### config.mk
export PLATFORM = sky130hd
export DESIGN_NAME = serial_regfile
export DESIGN_NICKNAME = d
export VERILOG_FILES = /design/src/rtl/serial_regfile_pkg.sv /design/src/rtl/sr_addr_decode.sv /design/src/rtl/sr_status_reg.sv /design/src/rtl/sr_irq_logic.sv /design/src/rtl/serial_regfile.sv
export SDC_FILE = /design/constraint.sdc
export NUM_CORES = 1
export LEC_CHECK = 0
export CORE_MARGIN = 3
export CORE_UTILIZATION = 30
export CTS_CLUSTER_SIZE = 28
export DETAILED_ROUTE_END_ITERATION = 8
export GPL_ROUTABILITY_DRIVEN = 0
export MAX_ROUTING_LAYER = met4
export SLEW_MARGIN = 40
export SYNTH_ARGS = -nofsm -noshare
export SYNTH_HDL_FRONTEND = slang
export SYNTH_SLANG_ARGS = --single-unit
export TNS_END_PERCENT = 1
### constraint.sdc
create_clock -name clk -period 5.1 [get_ports clk]
set_input_delay 1.02 -clock clk [delete_from_list [all_inputs] [get_ports clk]]
set_output_delay 1.02 -clock clk [all_outputs]
set_load 0.02 [all_outputs]
### src/rtl/serial_regfile_pkg.sv
package serial_regfile_pkg;

    localparam int ADDR_W = 6;
    localparam int BYTE_W = 8;
    localparam int DIV_W  = 2 * BYTE_W;

    // Register window (byte offsets)
    localparam logic [ADDR_W-1:0] OFS_LINE_CLR  = 6'h00;
    localparam logic [ADDR_W-1:0] OFS_LINE_SET  = 6'h04;
    localparam logic [ADDR_W-1:0] OFS_HAND_CLR  = 6'h08;
    localparam logic [ADDR_W-1:0] OFS_HAND_SET  = 6'h0C;
    localparam logic [ADDR_W-1:0] OFS_DIV_UPPER = 6'h10;
    localparam logic [ADDR_W-1:0] OFS_DIV_LOWER = 6'h14;
    localparam logic [ADDR_W-1:0] OFS_CTRL      = 6'h18;
    localparam logic [ADDR_W-1:0] OFS_RX_CMD    = 6'h1C;
    localparam logic [ADDR_W-1:0] OFS_TX_CMD    = 6'h20;
    localparam logic [ADDR_W-1:0] OFS_DATA      = 6'h24;

    // Line status bit positions
    localparam int LN_READY   = 7;
    localparam int LN_FRAME   = 6;
    localparam int LN_OVERRUN = 5;
    localparam int LN_PARITY  = 4;
    localparam int LN_BREAK   = 3;
    localparam int LN_HOLD_MT = 2;
    localparam int LN_SHIFT_MT = 1;

    // Handshake status bit positions
    localparam int HS_DSR = 7;
    localparam int HS_CTS = 6;

    localparam logic [BYTE_W-1:0] LINE_MASK  = 8'hFE;
    localparam logic [BYTE_W-1:0] LINE_RESET = 8'h06;
    localparam logic [BYTE_W-1:0] HAND_MASK  = 8'hC0;

    typedef enum logic [1:0] {
        XFER_OFF   = 2'b00,
        XFER_IRQ   = 2'b01,
        XFER_DMA_A = 2'b10,
        XFER_DMA_B = 2'b11
    } xfer_mode_e;

    typedef struct packed {
        logic       en;
        xfer_mode_e mode;
        logic       err_ie;
        logic       pause_en;
        logic [2:0] spare;
    } rx_cmd_t;

    typedef struct packed {
        logic       en;
        xfer_mode_e mode;
        logic       empty_ie;
        logic       err_ie;
        logic       stop_pause;
        logic       brk_gen;
        logic       spare;
    } tx_cmd_t;

    typedef struct packed {
        logic line_clr;
        logic line_set;
        logic hand_clr;
        logic hand_set;
        logic div_upper;
        logic div_lower;
        logic ctrl;
        logic rx_cmd;
        logic tx_cmd;
        logic data_wr;
        logic data_rd;
    } strobe_t;

    function automatic logic [BYTE_W-1:0] bit_at(input int pos, input logic v);
        logic [BYTE_W-1:0] r;
        r = '0;
        r[pos] = v;
        return r;
    endfunction

endpackage

### src/rtl/sr_addr_decode.sv
module sr_addr_decode
    import serial_regfile_pkg::*;
(
    input  logic [ADDR_W-1:0] addr,
    input  logic              wr,
    input  logic              rd,
    output strobe_t           stb
);
    always_comb begin
        stb = '0;
        case (addr)
            OFS_LINE_CLR:  stb.line_clr  = wr;
            OFS_LINE_SET:  stb.line_set  = wr;
            OFS_HAND_CLR:  stb.hand_clr  = wr;
            OFS_HAND_SET:  stb.hand_set  = wr;
            OFS_DIV_UPPER: stb.div_upper = wr;
            OFS_DIV_LOWER: stb.div_lower = wr;
            OFS_CTRL:      stb.ctrl      = wr;
            OFS_RX_CMD:    stb.rx_cmd    = wr;
            OFS_TX_CMD:    stb.tx_cmd    = wr;
            OFS_DATA: begin
                stb.data_wr = wr;
                stb.data_rd = rd;
            end
            default: stb = '0;
        endcase
    end
endmodule

### src/rtl/sr_status_reg.sv
module sr_status_reg #(
    parameter int               W       = 8,
    parameter logic [W-1:0]     MASK    = '1,
    parameter logic [W-1:0]     RST_VAL = '0
) (
    input  logic         clk,
    input  logic         rst,
    input  logic         sw_clr,
    input  logic         sw_set,
    input  logic [W-1:0] wdata,
    input  logic [W-1:0] hw_set,
    input  logic [W-1:0] hw_clr,
    output logic [W-1:0] q
);
    logic [W-1:0] clr_bits, set_bits, nxt;

    always_comb begin
        clr_bits = (sw_clr ? wdata : '0) | hw_clr;
        set_bits = (sw_set ? wdata : '0);
        // engine events are ORed last so they beat any clear
        nxt = (((q & ~clr_bits) | set_bits) | hw_set) & MASK;
    end

    always_ff @(posedge clk) begin
        if (rst) q <= RST_VAL & MASK;
        else     q <= nxt;
    end
endmodule

### src/rtl/sr_irq_logic.sv
module sr_irq_logic
    import serial_regfile_pkg::*;
(
    input  logic [7:1]  line_st,
    input  logic        rx_en,
    input  xfer_mode_e  rx_mode,
    input  logic        rx_err_ie,
    input  logic        tx_en,
    input  xfer_mode_e  tx_mode,
    input  logic        tx_empty_ie,
    output logic        irq
);
    logic rx_data_req, rx_err_req, tx_hold_req, tx_shift_req;

    always_comb begin
        rx_data_req  = rx_en && (rx_mode == XFER_IRQ) && line_st[LN_READY];
        rx_err_req   = rx_en && rx_err_ie && (|line_st[LN_FRAME:LN_BREAK]);
        tx_hold_req  = tx_en && (tx_mode == XFER_IRQ) && line_st[LN_HOLD_MT];
        tx_shift_req = tx_en && tx_empty_ie && line_st[LN_SHIFT_MT];
        irq = rx_data_req | rx_err_req | tx_hold_req | tx_shift_req;
    end
endmodule

### src/rtl/serial_regfile.sv
module serial_regfile
    import serial_regfile_pkg::*;
(
    input  logic              clk,
    input  logic              rst,
    input  logic [ADDR_W-1:0] bus_addr,
    input  logic              bus_wr,
    input  logic              bus_rd,
    input  logic [BYTE_W-1:0] bus_wdata,
    output logic [BYTE_W-1:0] bus_rdata,
    input  logic              rx_valid,
    input  logic [BYTE_W-1:0] rx_byte,
    input  logic              rx_frame_err,
    input  logic              rx_overrun,
    input  logic              rx_parity_err,
    input  logic              rx_break,
    input  logic              dsr_event,
    input  logic              cts_event,
    input  logic              tx_take,
    input  logic              tx_shift_done,
    output logic [BYTE_W-1:0] tx_byte,
    output logic              tx_pending,
    output logic [DIV_W-1:0]  baud_div,
    output logic [BYTE_W-1:0] line_ctrl,
    output logic [BYTE_W-1:0] rx_cmd_o,
    output logic [BYTE_W-1:0] tx_cmd_o,
    output logic              irq
);
    strobe_t           stb;
    logic [BYTE_W-1:0] line_q, hand_q;
    logic [BYTE_W-1:0] div_upper_q, div_lower_q, ctrl_q;
    logic [BYTE_W-1:0] rx_hold_q, tx_hold_q;
    rx_cmd_t           rxc_q;
    tx_cmd_t           txc_q;
    logic [BYTE_W-1:0] line_hw_set, line_hw_clr, hand_hw_set;

    sr_addr_decode u_dec (
        .addr (bus_addr),
        .wr   (bus_wr),
        .rd   (bus_rd),
        .stb  (stb)
    );

    always_comb begin
        line_hw_set = bit_at(LN_READY,    rx_valid)
                    | bit_at(LN_FRAME,    rx_frame_err)
                    | bit_at(LN_OVERRUN,  rx_overrun | (rx_valid & line_q[LN_READY]))
                    | bit_at(LN_PARITY,   rx_parity_err)
                    | bit_at(LN_BREAK,    rx_break)
                    | bit_at(LN_HOLD_MT,  tx_take & ~stb.data_wr)
                    | bit_at(LN_SHIFT_MT, tx_shift_done & ~tx_take);
        line_hw_clr = bit_at(LN_READY,    stb.data_rd)
                    | bit_at(LN_HOLD_MT,  stb.data_wr)
                    | bit_at(LN_SHIFT_MT, tx_take);
        hand_hw_set = bit_at(HS_DSR, dsr_event) | bit_at(HS_CTS, cts_event);
    end

    sr_status_reg #(.W(BYTE_W), .MASK(LINE_MASK), .RST_VAL(LINE_RESET)) u_line (
        .clk    (clk),
        .rst    (rst),
        .sw_clr (stb.line_clr),
        .sw_set (stb.line_set),
        .wdata  (bus_wdata),
        .hw_set (line_hw_set),
        .hw_clr (line_hw_clr),
        .q      (line_q)
    );

    sr_status_reg #(.W(BYTE_W), .MASK(HAND_MASK), .RST_VAL('0)) u_hand (
        .clk    (clk),
        .rst    (rst),
        .sw_clr (stb.hand_clr),
        .sw_set (stb.hand_set),
        .wdata  (bus_wdata),
        .hw_set (hand_hw_set),
        .hw_clr ('0),
        .q      (hand_q)
    );

    always_ff @(posedge clk) begin
        if (rst) begin
            div_upper_q <= '0;
            div_lower_q <= '0;
            ctrl_q      <= '0;
            rxc_q       <= '0;
            txc_q       <= '0;
            rx_hold_q   <= '0;
            tx_hold_q   <= '0;
        end else begin
            if (stb.div_upper) div_upper_q <= bus_wdata;
            if (stb.div_lower) div_lower_q <= bus_wdata;
            if (stb.ctrl)      ctrl_q      <= bus_wdata;
            if (stb.rx_cmd)    rxc_q       <= rx_cmd_t'(bus_wdata);
            if (stb.tx_cmd)    txc_q       <= tx_cmd_t'(bus_wdata);
            if (stb.data_wr)   tx_hold_q   <= bus_wdata;
            if (rx_valid)      rx_hold_q   <= rx_byte;
        end
    end

    always_comb begin
        case (bus_addr)
            OFS_LINE_CLR, OFS_LINE_SET: bus_rdata = line_q;
            OFS_HAND_CLR, OFS_HAND_SET: bus_rdata = hand_q;
            OFS_DIV_UPPER:              bus_rdata = div_upper_q;
            OFS_DIV_LOWER:              bus_rdata = div_lower_q;
            OFS_CTRL:                   bus_rdata = ctrl_q;
            OFS_RX_CMD:                 bus_rdata = rxc_q;
            OFS_TX_CMD:                 bus_rdata = txc_q;
            OFS_DATA:                   bus_rdata = rx_hold_q;
            default:                    bus_rdata = '0;
        endcase
    end

    sr_irq_logic u_irq (
        .line_st     (line_q[7:1]),
        .rx_en       (rxc_q.en),
        .rx_mode     (rxc_q.mode),
        .rx_err_ie   (rxc_q.err_ie),
        .tx_en       (txc_q.en),
        .tx_mode     (txc_q.mode),
        .tx_empty_ie (txc_q.empty_ie),
        .irq         (irq)
    );

    assign tx_byte    = tx_hold_q;
    assign tx_pending = ~line_q[LN_HOLD_MT];
    assign baud_div   = {div_upper_q, div_lower_q};
    assign line_ctrl  = ctrl_q;
    assign rx_cmd_o   = rxc_q;
    assign tx_cmd_o   = txc_q;
endmodule

==> results of run 1 <==
cells in the final DEF, fill, tap and decap left out, types with 3 or more instances in the layout:
master	count
nand3b_1	3
dfxtp_1	65
mux4_2	8
clkdlybuf4s50_1	91
a21oi_1	52
inv_1	9
o21ai_0	49
nand2_1	11
o31ai_1	4
nand3_1	74
buf_4	9
nand4_1	8
clkbuf_8	11
a41oi_1	4
nor2_1	12
mux2i_1	8
cells by family (layout without fill, tap and decap cells):
family,after synthesis,in the layout,synth area share [%]
mux,18,18,8.87
simple gates,127,127,21.7
compound gates,121,121,20.9
flops,65,65,40.8
buf+inv,56,126,7.69
power groups by stage:
| stage | logic, uW | clock network [uW] | registers, uW |
|---|---|---|---|
| floorplan | 63.6 | 0 | 536 |
| global placement | 119 | 0 | 537 |
| detailed placement | 121 | 0 | 537 |
| CTS | 122 | 512 | 525 |
| global route | 131 | 533 | 526 |
| finish | 122 | 502 | 525 |
cell type report:
class	count	area [um^2]	area share, %
multi-input cells	266	1670	38.0
flip-flops and latches	65	1300	29.7
repair buffers	101	983	22.4
well taps	136	170	3.88
clock buffers	11	151	3.45
clock inverters	5	77.6	1.77
inverters	9	33.8	0.770
cell usage after synthesis:
library cell / count
a211oi_1: 2
a21bo_2: 1
a21oi_1: 52
a22o_1: 1
a311oi_1: 1
a31oi_1: 2
a32o_1: 1
a41oi_1: 4
and3_1: 1
and3b_1: 2
buf_1: 2
buf_2: 6
buf_4: 6
clkbuf_1: 29
clkbuf_2: 4
dfxtp_1: 65
inv_1: 9
mux2_2: 2
mux2i_1: 8
mux4_2: 8
nand2_1: 11
nand3_1: 74
nand3b_1: 3
nand4_1: 8
nor2_1: 12
nor2b_1: 2
nor3b_2: 1
nor4_1: 3
nor4b_1: 2
nor4b_2: 2
o211ai_1: 1
o21ai_0: 49
o22ai_1: 1
o311ai_0: 1
o31ai_1: 4
o41ai_1: 1
or2_0: 2
or3b_2: 1
or4_1: 1
or4b_1: 1
or4b_2: 1
stage by stage:
step	hold slack, ns	instance area [um^2]	cells	total power (uW)
after CTS	0.477	4380	592	1160
after floorplan	0.455	3190	387	600
after global routing	0.508	4390	593	1190
after global placement	0.470	4150	576	656
final	0.477	4390	593	1150
after detailed placement	0.467	4150	576	658
final timing paths:
kind         cells past startpoint  slack (ns)                    start                      end
min reg2reg                      2        0.48  tx_byte[0]$_SDFFE_PP0P_  tx_byte[0]$_SDFFE_PP0P_
min                              2        0.48  tx_byte[0]$_SDFFE_PP0P_  tx_byte[0]$_SDFFE_PP0P_
max                              6        0.84              bus_addr[4]             bus_rdata[7]
max reg2reg                      3        4.25   u_line.q[7]$_SDFF_PP0_   u_line.q[7]$_SDFF_PP0_
routing by layer:
metal  wire length (um)  vias up  share of wire (%)
met5                  0        -                  0
met4                131        0                1.1
met3               1050       15                9.1
met2               5110      151                 44
met1               5270     1602                 46
li1                   -     1550                  -
worst reg2reg max path, cell delays in order (launching register included):
cell and delay (ns):
dfxtp_1 0.38, inv_1 0.05, a311oi_1 0.21, a21bo_2 0.16
state kept, by name (all words and copies together) (netlist names):
signal and count:
div_lower_q 8, div_upper_q 8, line_ctrl 8, rx_cmd_o 8, rx_hold_q 8, tx_byte 8
tx_cmd_o 8, u_hand.q 2, u_line.q 7
==> flow_metrics.py, run 1 <==
metrics = {
    "detailed_routing": {
        "wl_um": 11600,
        "wl_per_cell_um": 19.5,
        "avgViaCountPerCell": 5.60,
        "drt_first_iter_violations": 349,
        "firstDrtPassIters": 7,
        "drc": 0,
        "route.vias.total": 3318,
        "antenna_left": 0,
    },
    "timing": {
        "tightest_slew_ns": 0.759,
        "grt_setup_unrepaired": "no",
        "finalHoldViolCount": 0,
        "fin_ws_ns": 0.844,
        "tns_ns": 0,
        "slew_violations": 0,
        "setup_viol": 0,
        "relSlewSlack_pct": 49.3,
        "period_minus_slack_ns": 4.26,
        "finClkSkew_ns": 0.00398,
        "fmaxAchievable_ghz": 0.235,
        "post-route-period-util_pct": 83.4,
    },
    "worst_setup_path": {
        "crit_path_frequent_cell": "clkdlybuf4s50_1",
        "path_class": "input pin to output port",
        "startpoint_type": "input pin",
        "cp.required_ns": 4.08,
        "crit_path_end_kind": "output port",
        "cp_cell_sequence": "clkdlybuf4s50_1 > nor4b_4 > buf_4 > nand2_1 > nand4_1 > clkdlybuf4s50_1",
        "slowest_stage": "clkdlybuf4s50_1",
        "cp_max_fo": 40,
        "arrival_ns": 3.24,
        "cpPeakStageDelay_ns": 0.61,
        "worstPathBufferInverterCount": 3,
        "cp_top_family": "buffers and inverters",
    },
    "global_route": {
        "grt_pass1_wl_um": 17800,
        "grt_max_degree": 41,
        "overflow": 0,
        "met3_usage_pct": 3.91,
        "antenna_found_initial": 0,
        "grt_busiest_layer": "met2",
        "use_met1_pct": 27.7,
        "met2_usage_pct": 29.7,
        "grt_use_total_pct": 20.1,
        "first_global_vias": 3178,
    },
    "synthesis": {
        "yosysWarnings": 0,
        "synth-seq-cells": 65,
        "yosys-top-cells-area": "dfxtp_1 41%, nand3_1 12%, a21oi_1 8.2%, o21ai_0 7.7%, mux4_2 5.6%",
        "seq_area_frac_synth_pct": 40.8,
        "synth_area_per_cell_um2": 8.24,
        "yosysTopAreaCell": "dfxtp_1",
        "synthesis.nets": 422,
        "syn_inst": 387,
        "synth_top_area_share_pct": 40.8,
        "synthesis.area_mm2": 0.00319,
        "ys_types": 41,
    },
    "die": {
        "fp.dieH_um": 109,
        "io_pins": 93,
        "fp-row-count": 37,
        "die-width_um": 109,
        "coreArea_mm2": 0.0103,
        "initial_core_util_pct": 30.9,
        "dieArea_mm2": 0.0119,
    },
    "outcome": {
        "status": "complete, no violations",
    },
    "cts": {
        "post_cts_resized": 0,
        "cts_tree": "done",
        "clock-sinks": 65,
        "h-tree-depth": 3,
        "root_buffer": "clkbuf_8",
        "cts_hold_buf": 0,
        "cts-buffers-inserted": 9,
        "clock_path_buffers": 2,
        "clk_latency_ns": 0.34,
        "post_cts_buffers": 0,
        "clk_pin_slew_ns": 0.07,
    },
    "place": {
        "pre_cts_ws_ns": 0.734,
        "dp_hpwl_um": 7910,
        "numPortBuffers": 92,
    },
    "layout": {
        "syn2layout_area_growth_pct": 37.5,
        "fin_nets": 487,
        "drive_gt1_share_pct": 9.63,
        "diodes": 0,
        "nFillCells": 1027,
        "fin_util_pct": 42.5,
    },
    "power_and_ir_drop": {
        "swShare_pct": 24.5,
        "p_int_uw": 868,
        "power.switching_uw": 281,
        "p_clk_share_pct": 43.7,
        "leakage_uw": 0.00145,
        "p_comb_share_pct": 10.6,
        "worst_ir_drop_vdd_mv": 0.105,
        "power_density_mw_per_mm2": 262,
        "power_frac_seq_pct": 45.7,
    },
    "worst_hold_path": {
        "hp-class": "register to register",
    },
    "run": {
        "drv_cap": 0,
    },
}
Power figures use the tool's default switching activity.
==> run 2, diff against run 1 <==
Clock period 5.1 ns to 3.83 ns, I/O delays scaled along.
==> run 2 against run 1 <==
Clock power is 42% higher. Critical path depth is 1 lower. Worst hold slack better by 0.0031 ns. Utilization is 0.33 points higher. Register-to-register slack worse by 1.3 ns. Routed wire length is 0.60% lower. Worst setup slack worse by 0.56 ns. Die area stayed put. Via count hardly changed. Design area is 0.77% higher. Critical path type unchanged. Critical endpoint unchanged.
==> flow_metrics.py, run 2 (same netlist as run 1, synthesis figures left out) <==
metrics = {
    "outcome": {
        "status": "complete, no violations",
    },
    "die": {
        "coreArea_mm2": 0.0103,
        "fp-row-count": 37,
        "io_pins": 93,
        "initial_core_util_pct": 30.9,
        "fp.dieH_um": 109,
        "die-width_um": 109,
        "dieArea_mm2": 0.0119,
    },
    "timing": {
        "relSlewSlack_pct": 45.7,
        "fin_hold_ws_ns": 0.480,
        "period_minus_slack_ns": 3.55,
        "post-route-period-util_pct": 92.6,
        "finalHoldViolCount": 0,
        "fmaxAchievable_ghz": 0.282,
        "tightest_slew_ns": 0.814,
        "tns_ns": 0,
        "setup_viol": 0,
        "finClkSkew_ns": 0.000195,
        "grt_setup_unrepaired": "no",
        "slew_violations": 0,
    },
    "layout": {
        "multiInputGateArea_mm2": 0.00167,
        "nFillCells": 1037,
        "mostFrequentLayoutCell": "clkdlybuf4s50_1",
        "seqCellArea_mm2": 0.00130,
        "syn2layout_area_growth_pct": 38.6,
        "layoutNonFillerInstCount": 594,
        "drive_gt1_share_pct": 9.39,
        "layout_common_cells": "91 x clkdlybuf4s50_1, 74 x nand3_1, 65 x dfxtp_1, 52 x a21oi_1, 49 x o21ai_0",
        "diodes": 0,
        "fin_nets": 488,
    },
    "detailed_routing": {
        "wl_um": 11500,
        "avgViaCountPerCell": 5.59,
        "antenna_left": 0,
        "drt_first_iter_violations": 321,
        "drc": 0,
        "wl_per_cell_um": 19.4,
        "route.vias.total": 3319,
        "firstDrtPassIters": 5,
    },
    "power_and_ir_drop": {
        "swShare_pct": 24.4,
        "power_frac_seq_pct": 44.3,
        "power.switching_uw": 385,
        "p_int_uw": 1190,
        "p_comb_share_pct": 10.4,
        "p_clk_share_pct": 45.3,
        "worst_ir_drop_vdd_mv": 0.212,
        "power_uw": 1580,
        "power_density_mw_per_mm2": 357,
        "leakage_uw": 0.00147,
    },
    "worst_setup_path": {
        "arrival_ns": 2.78,
        "path_class": "input pin to output port",
        "cp.required_ns": 3.06,
        "startpoint_type": "input pin",
        "cp_max_fo": 9,
        "crit_path_end_kind": "output port",
    },
    "cts": {
        "clk_latency_ns": 0.33,
        "clock-sinks": 65,
        "cts_tree": "done",
        "h-tree-depth": 3,
        "cts-buffers-inserted": 9,
        "cts_hold_buf": 0,
        "clk_pin_slew_ns": 0.08,
        "post_cts_buffers": 0,
        "root_buffer": "clkbuf_8",
        "post_cts_resized": 0,
        "clock_path_buffers": 2,
    },
    "global_route": {
        "antenna_found_initial": 0,
        "grt_pass1_wl_um": 17600,
        "grt_max_degree": 38,
        "first_global_vias": 3220,
        "grt_use_total_pct": 19.8,
        "overflow": 0,
    },
    "worst_hold_path": {
        "hp-class": "register to register",
    },
    "place": {
        "numPortBuffers": 92,
        "dp_hpwl_um": 7870,
        "dp.cells": 578,
    },
    "run": {
        "drv_cap": 0,
    },
}
run 2: cell types whose count changed in the layout (fill, tap and decap cells not counted), sizes merged:
cell / before / now
buf: 10 / 11
bufinv: 2 / 3
clkbuf: 11 / 10
clkinv: 2 / 3
clkinvlp: 1 / 0
run 2: area by class of cell:
type                       count  area share [%]
clock inverter                 6            2.63
timing repair buffer         102            22.7
tap                          136            3.85
multi-input combinational    266            37.7
clock buffer                  10            2.89
sequential                    65            29.4
inverter                       9           0.764
run 2: path summary, 6_finish.rpt:
path	from	endpoint	slack (ns)	depth (start not counted)
worst max-delay path	bus_addr[4]	bus_rdata[7]	0.28	5
worst min-delay path	tx_byte[0]$_SDFFE_PP0P_	tx_byte[0]$_SDFFE_PP0P_	0.48	2
worst max register to register	u_line.q[7]$_SDFF_PP0_	u_line.q[7]$_SDFF_PP0_	2.96	3
worst min register to register	tx_byte[0]$_SDFFE_PP0P_	tx_byte[0]$_SDFFE_PP0P_	0.48	2
run 2: critical path, stage by stage:
cell and delay (ns):
clkdlybuf4s50_1 0.62, nor4b_4 0.53, nand2_1 0.14, nand4_1 0.11, clkdlybuf4s50_1 0.61
run 2: metal layers:
metal  track usage, %  share of wire (%)  wire [um]
met5                -                  0          0
met4             5.50               0.98        113
met3             2.84                7.2        826
met2             31.3                 48       5530
met1             26.4                 44       5030
run 2: through the flow:
step / instance area (um^2) / setup WS (ns) / utilization, %
finish: 4420 / 0.285 / 42.8
global route: 4420 / 0.112 / 42.8
CTS: 4420 / 0.287 / 42.8
detailed placement: 4180 / 0.294 / 40.4
global placement: 4180 / 0.320 / 40.4
floorplan: 3190 / 1.13 / -
run 2: power groups by stage:
stage | registers [uW] | logic (uW) | clock network, uW
global placement | 715 | 161 | 0
detailed placement | 715 | 164 | 0
CTS | 699 | 165 | 720
floorplan | 714 | 84.7 | 0
finish | 699 | 165 | 715
global route | 701 | 176 | 752
==> run 3, diff against run 2 <==
Settings changed: CORE_UTILIZATION 30 to 43, PLACE_DENSITY set to 0.77.
==> run 3 against run 2 <==
Die area is 29% lower. Clock-buffer cell count up 3. Global-route usage is 5.7 points higher. Flip-flop and latch count unchanged. Utilization up 19 points. Via count grew 2.2%. Power is 9.3% lower. Clock skew about the same. Worst setup slack gained 0.0030 ns. Register-to-register slack improved by 0.04 ns. Critical path type unchanged.
==> flow_metrics.py, run 3 (same netlist as run 1, synthesis figures left out) <==
metrics = {
    "power_and_ir_drop": {
        "leakage_uw": 0.00145,
        "worst_ir_drop_vdd_mv": 0.210,
        "power_uw": 1430,
        "power_density_mw_per_mm2": 331,
    },
    "outcome": {
        "status": "complete, no violations",
    },
    "layout": {
        "drive_gt1_share_pct": 8.75,
        "syn2layout_area_growth_pct": 35.8,
        "nFillCells": 623,
        "multiInputGateArea_mm2": 0.00167,
        "fin_util_pct": 62.0,
        "layout_common_cells": "91 x clkdlybuf4s50_1, 74 x nand3_1, 65 x dfxtp_1, 52 x a21oi_1, 49 x o21ai_0",
        "fin_nets": 487,
        "diodes": 0,
        "seqCellArea_mm2": 0.00130,
        "mostFrequentLayoutCell": "clkdlybuf4s50_1",
    },
    "worst_hold_path": {
        "hp-class": "register to register",
        "hold_depth": 2,
        "min_to": "tx_byte[7]$_SDFFE_PP0P_",
        "min_from": "tx_byte[7]$_SDFFE_PP0P_",
    },
    "global_route": {
        "grt_pass1_wl_um": 16800,
        "grt_max_degree": 43,
        "antenna_found_initial": 0,
        "first_global_vias": 3169,
        "overflow": 0,
        "grt_use_total_pct": 25.4,
    },
    "timing": {
        "fmaxAchievable_ghz": 0.282,
        "slew_violations": 0,
        "fin_ws_ns": 0.288,
        "tns_ns": 0,
        "grt_setup_unrepaired": "no",
        "finClkSkew_ns": 0.0000202,
        "finalHoldViolCount": 0,
        "post-route-period-util_pct": 92.5,
        "period_minus_slack_ns": 3.54,
        "relSlewSlack_pct": 46.6,
        "fin_hold_ws_ns": 0.483,
        "tightest_slew_ns": 0.801,
        "setup_viol": 0,
    },
    "worst_setup_path": {
        "cp_max_fo": 20,
        "r2r-start": "u_line.q[7]$_SDFF_PP0_",
        "ff2ff_setup_slack_ns": 3.00,
        "timing.rr.end": "u_line.q[7]$_SDFF_PP0_",
        "cp.required_ns": 3.06,
        "path_class": "input pin to output port",
        "startpoint_type": "input pin",
        "crit_path_end_kind": "output port",
        "setup.worst_path.start": "bus_addr[2]",
        "arrival_ns": 2.78,
        "ff2ff_path_depth": 3,
    },
    "detailed_routing": {
        "wl_per_cell_um": 19.0,
        "drt_first_iter_violations": 330,
        "avgViaCountPerCell": 6.14,
        "wl_um": 10500,
        "firstDrtPassIters": 5,
        "antenna_left": 0,
        "drc": 0,
        "route.vias.total": 3393,
    },
    "die": {
        "coreArea_mm2": 0.00698,
        "io_pins": 93,
        "fp.dieH_um": 92.1,
        "fp-row-count": 30,
        "die-width_um": 92.1,
        "initial_core_util_pct": 45.7,
        "dieArea_mm2": 0.00849,
    },
    "cts": {
        "cts_tree": "done",
        "cts-buffers-inserted": 9,
        "post_cts_buffers": 0,
        "clock-sinks": 65,
        "root_buffer": "clkbuf_8",
        "clock_path_buffers": 2,
        "post_cts_resized": 0,
        "clk_latency_ns": 0.33,
        "h-tree-depth": 3,
        "clk_pin_slew_ns": 0.06,
        "cts_hold_buf": 0,
    },
    "run": {
        "drv_cap": 0,
    },
    "place": {
        "dp_hpwl_um": 7130,
        "pre_cts_ws_ns": 0.296,
        "numPortBuffers": 92,
    },
}
==> run 3: changes by cell type in the layout (fill, tap and decap cells not counted), sizes merged <==
cell and delta:
buf -1, clkbuf +3, clkinv -1, bufinv -2
==> run 3: worst max-delay path by stage <==
stage / cells after the start / to
floorplan: 5 / bus_rdata[3]
global placement: 6 / bus_rdata[3]
detailed placement: 6 / bus_rdata[1]
CTS: 6 / bus_rdata[1]
global route: 6 / bus_rdata[2]
finish: 6 / bus_rdata[1]
==> run 3: worst max-delay path: stages <==
cell and delay (ns):
clkdlybuf4s50_1 0.51, buf_12 0.18, mux4_2 0.52, nand2_1 0.12
nand4_1 0.11, clkdlybuf4s50_1 0.56
==> run 3: through the flow <==
step | cell area, um^2 | std cells
after floorplan | 3190 | 387
after global placement | 4140 | 537
after detailed placement | 4140 | 537
after CTS | 4330 | 553
after global routing | 4330 | 553
final | 4330 | 553
==> run 3: area by class of cell <==
class / instances / share of cell area (%)
Clock inverter: 3 / 0.924
Timing Repair Buffer: 101 / 23.6
Sequential cell: 65 / 30.0
Clock buffer: 13 / 3.44
Multi-Input combinational cell: 266 / 38.5
Inverter: 9 / 0.780
Tap cell: 96 / 2.77
==> run 3: power by group <==
group	total [uW]	switching, uW	internal [uW]
registers	700	9.77	690
logic	164	94.1	70.4
clock network	568	251	317
==> run 3: per-layer routing <==
layer | global-route usage, % | vias to the layer above | share of wire [%]
li1 | - | 1552 | -
met1 | 33.1 | 1600 | 41
met2 | 40.9 | 221 | 47
met3 | 5.17 | 20 | 10
met4 | 5.82 | 0 | 1.7
met5 | - | - | 0
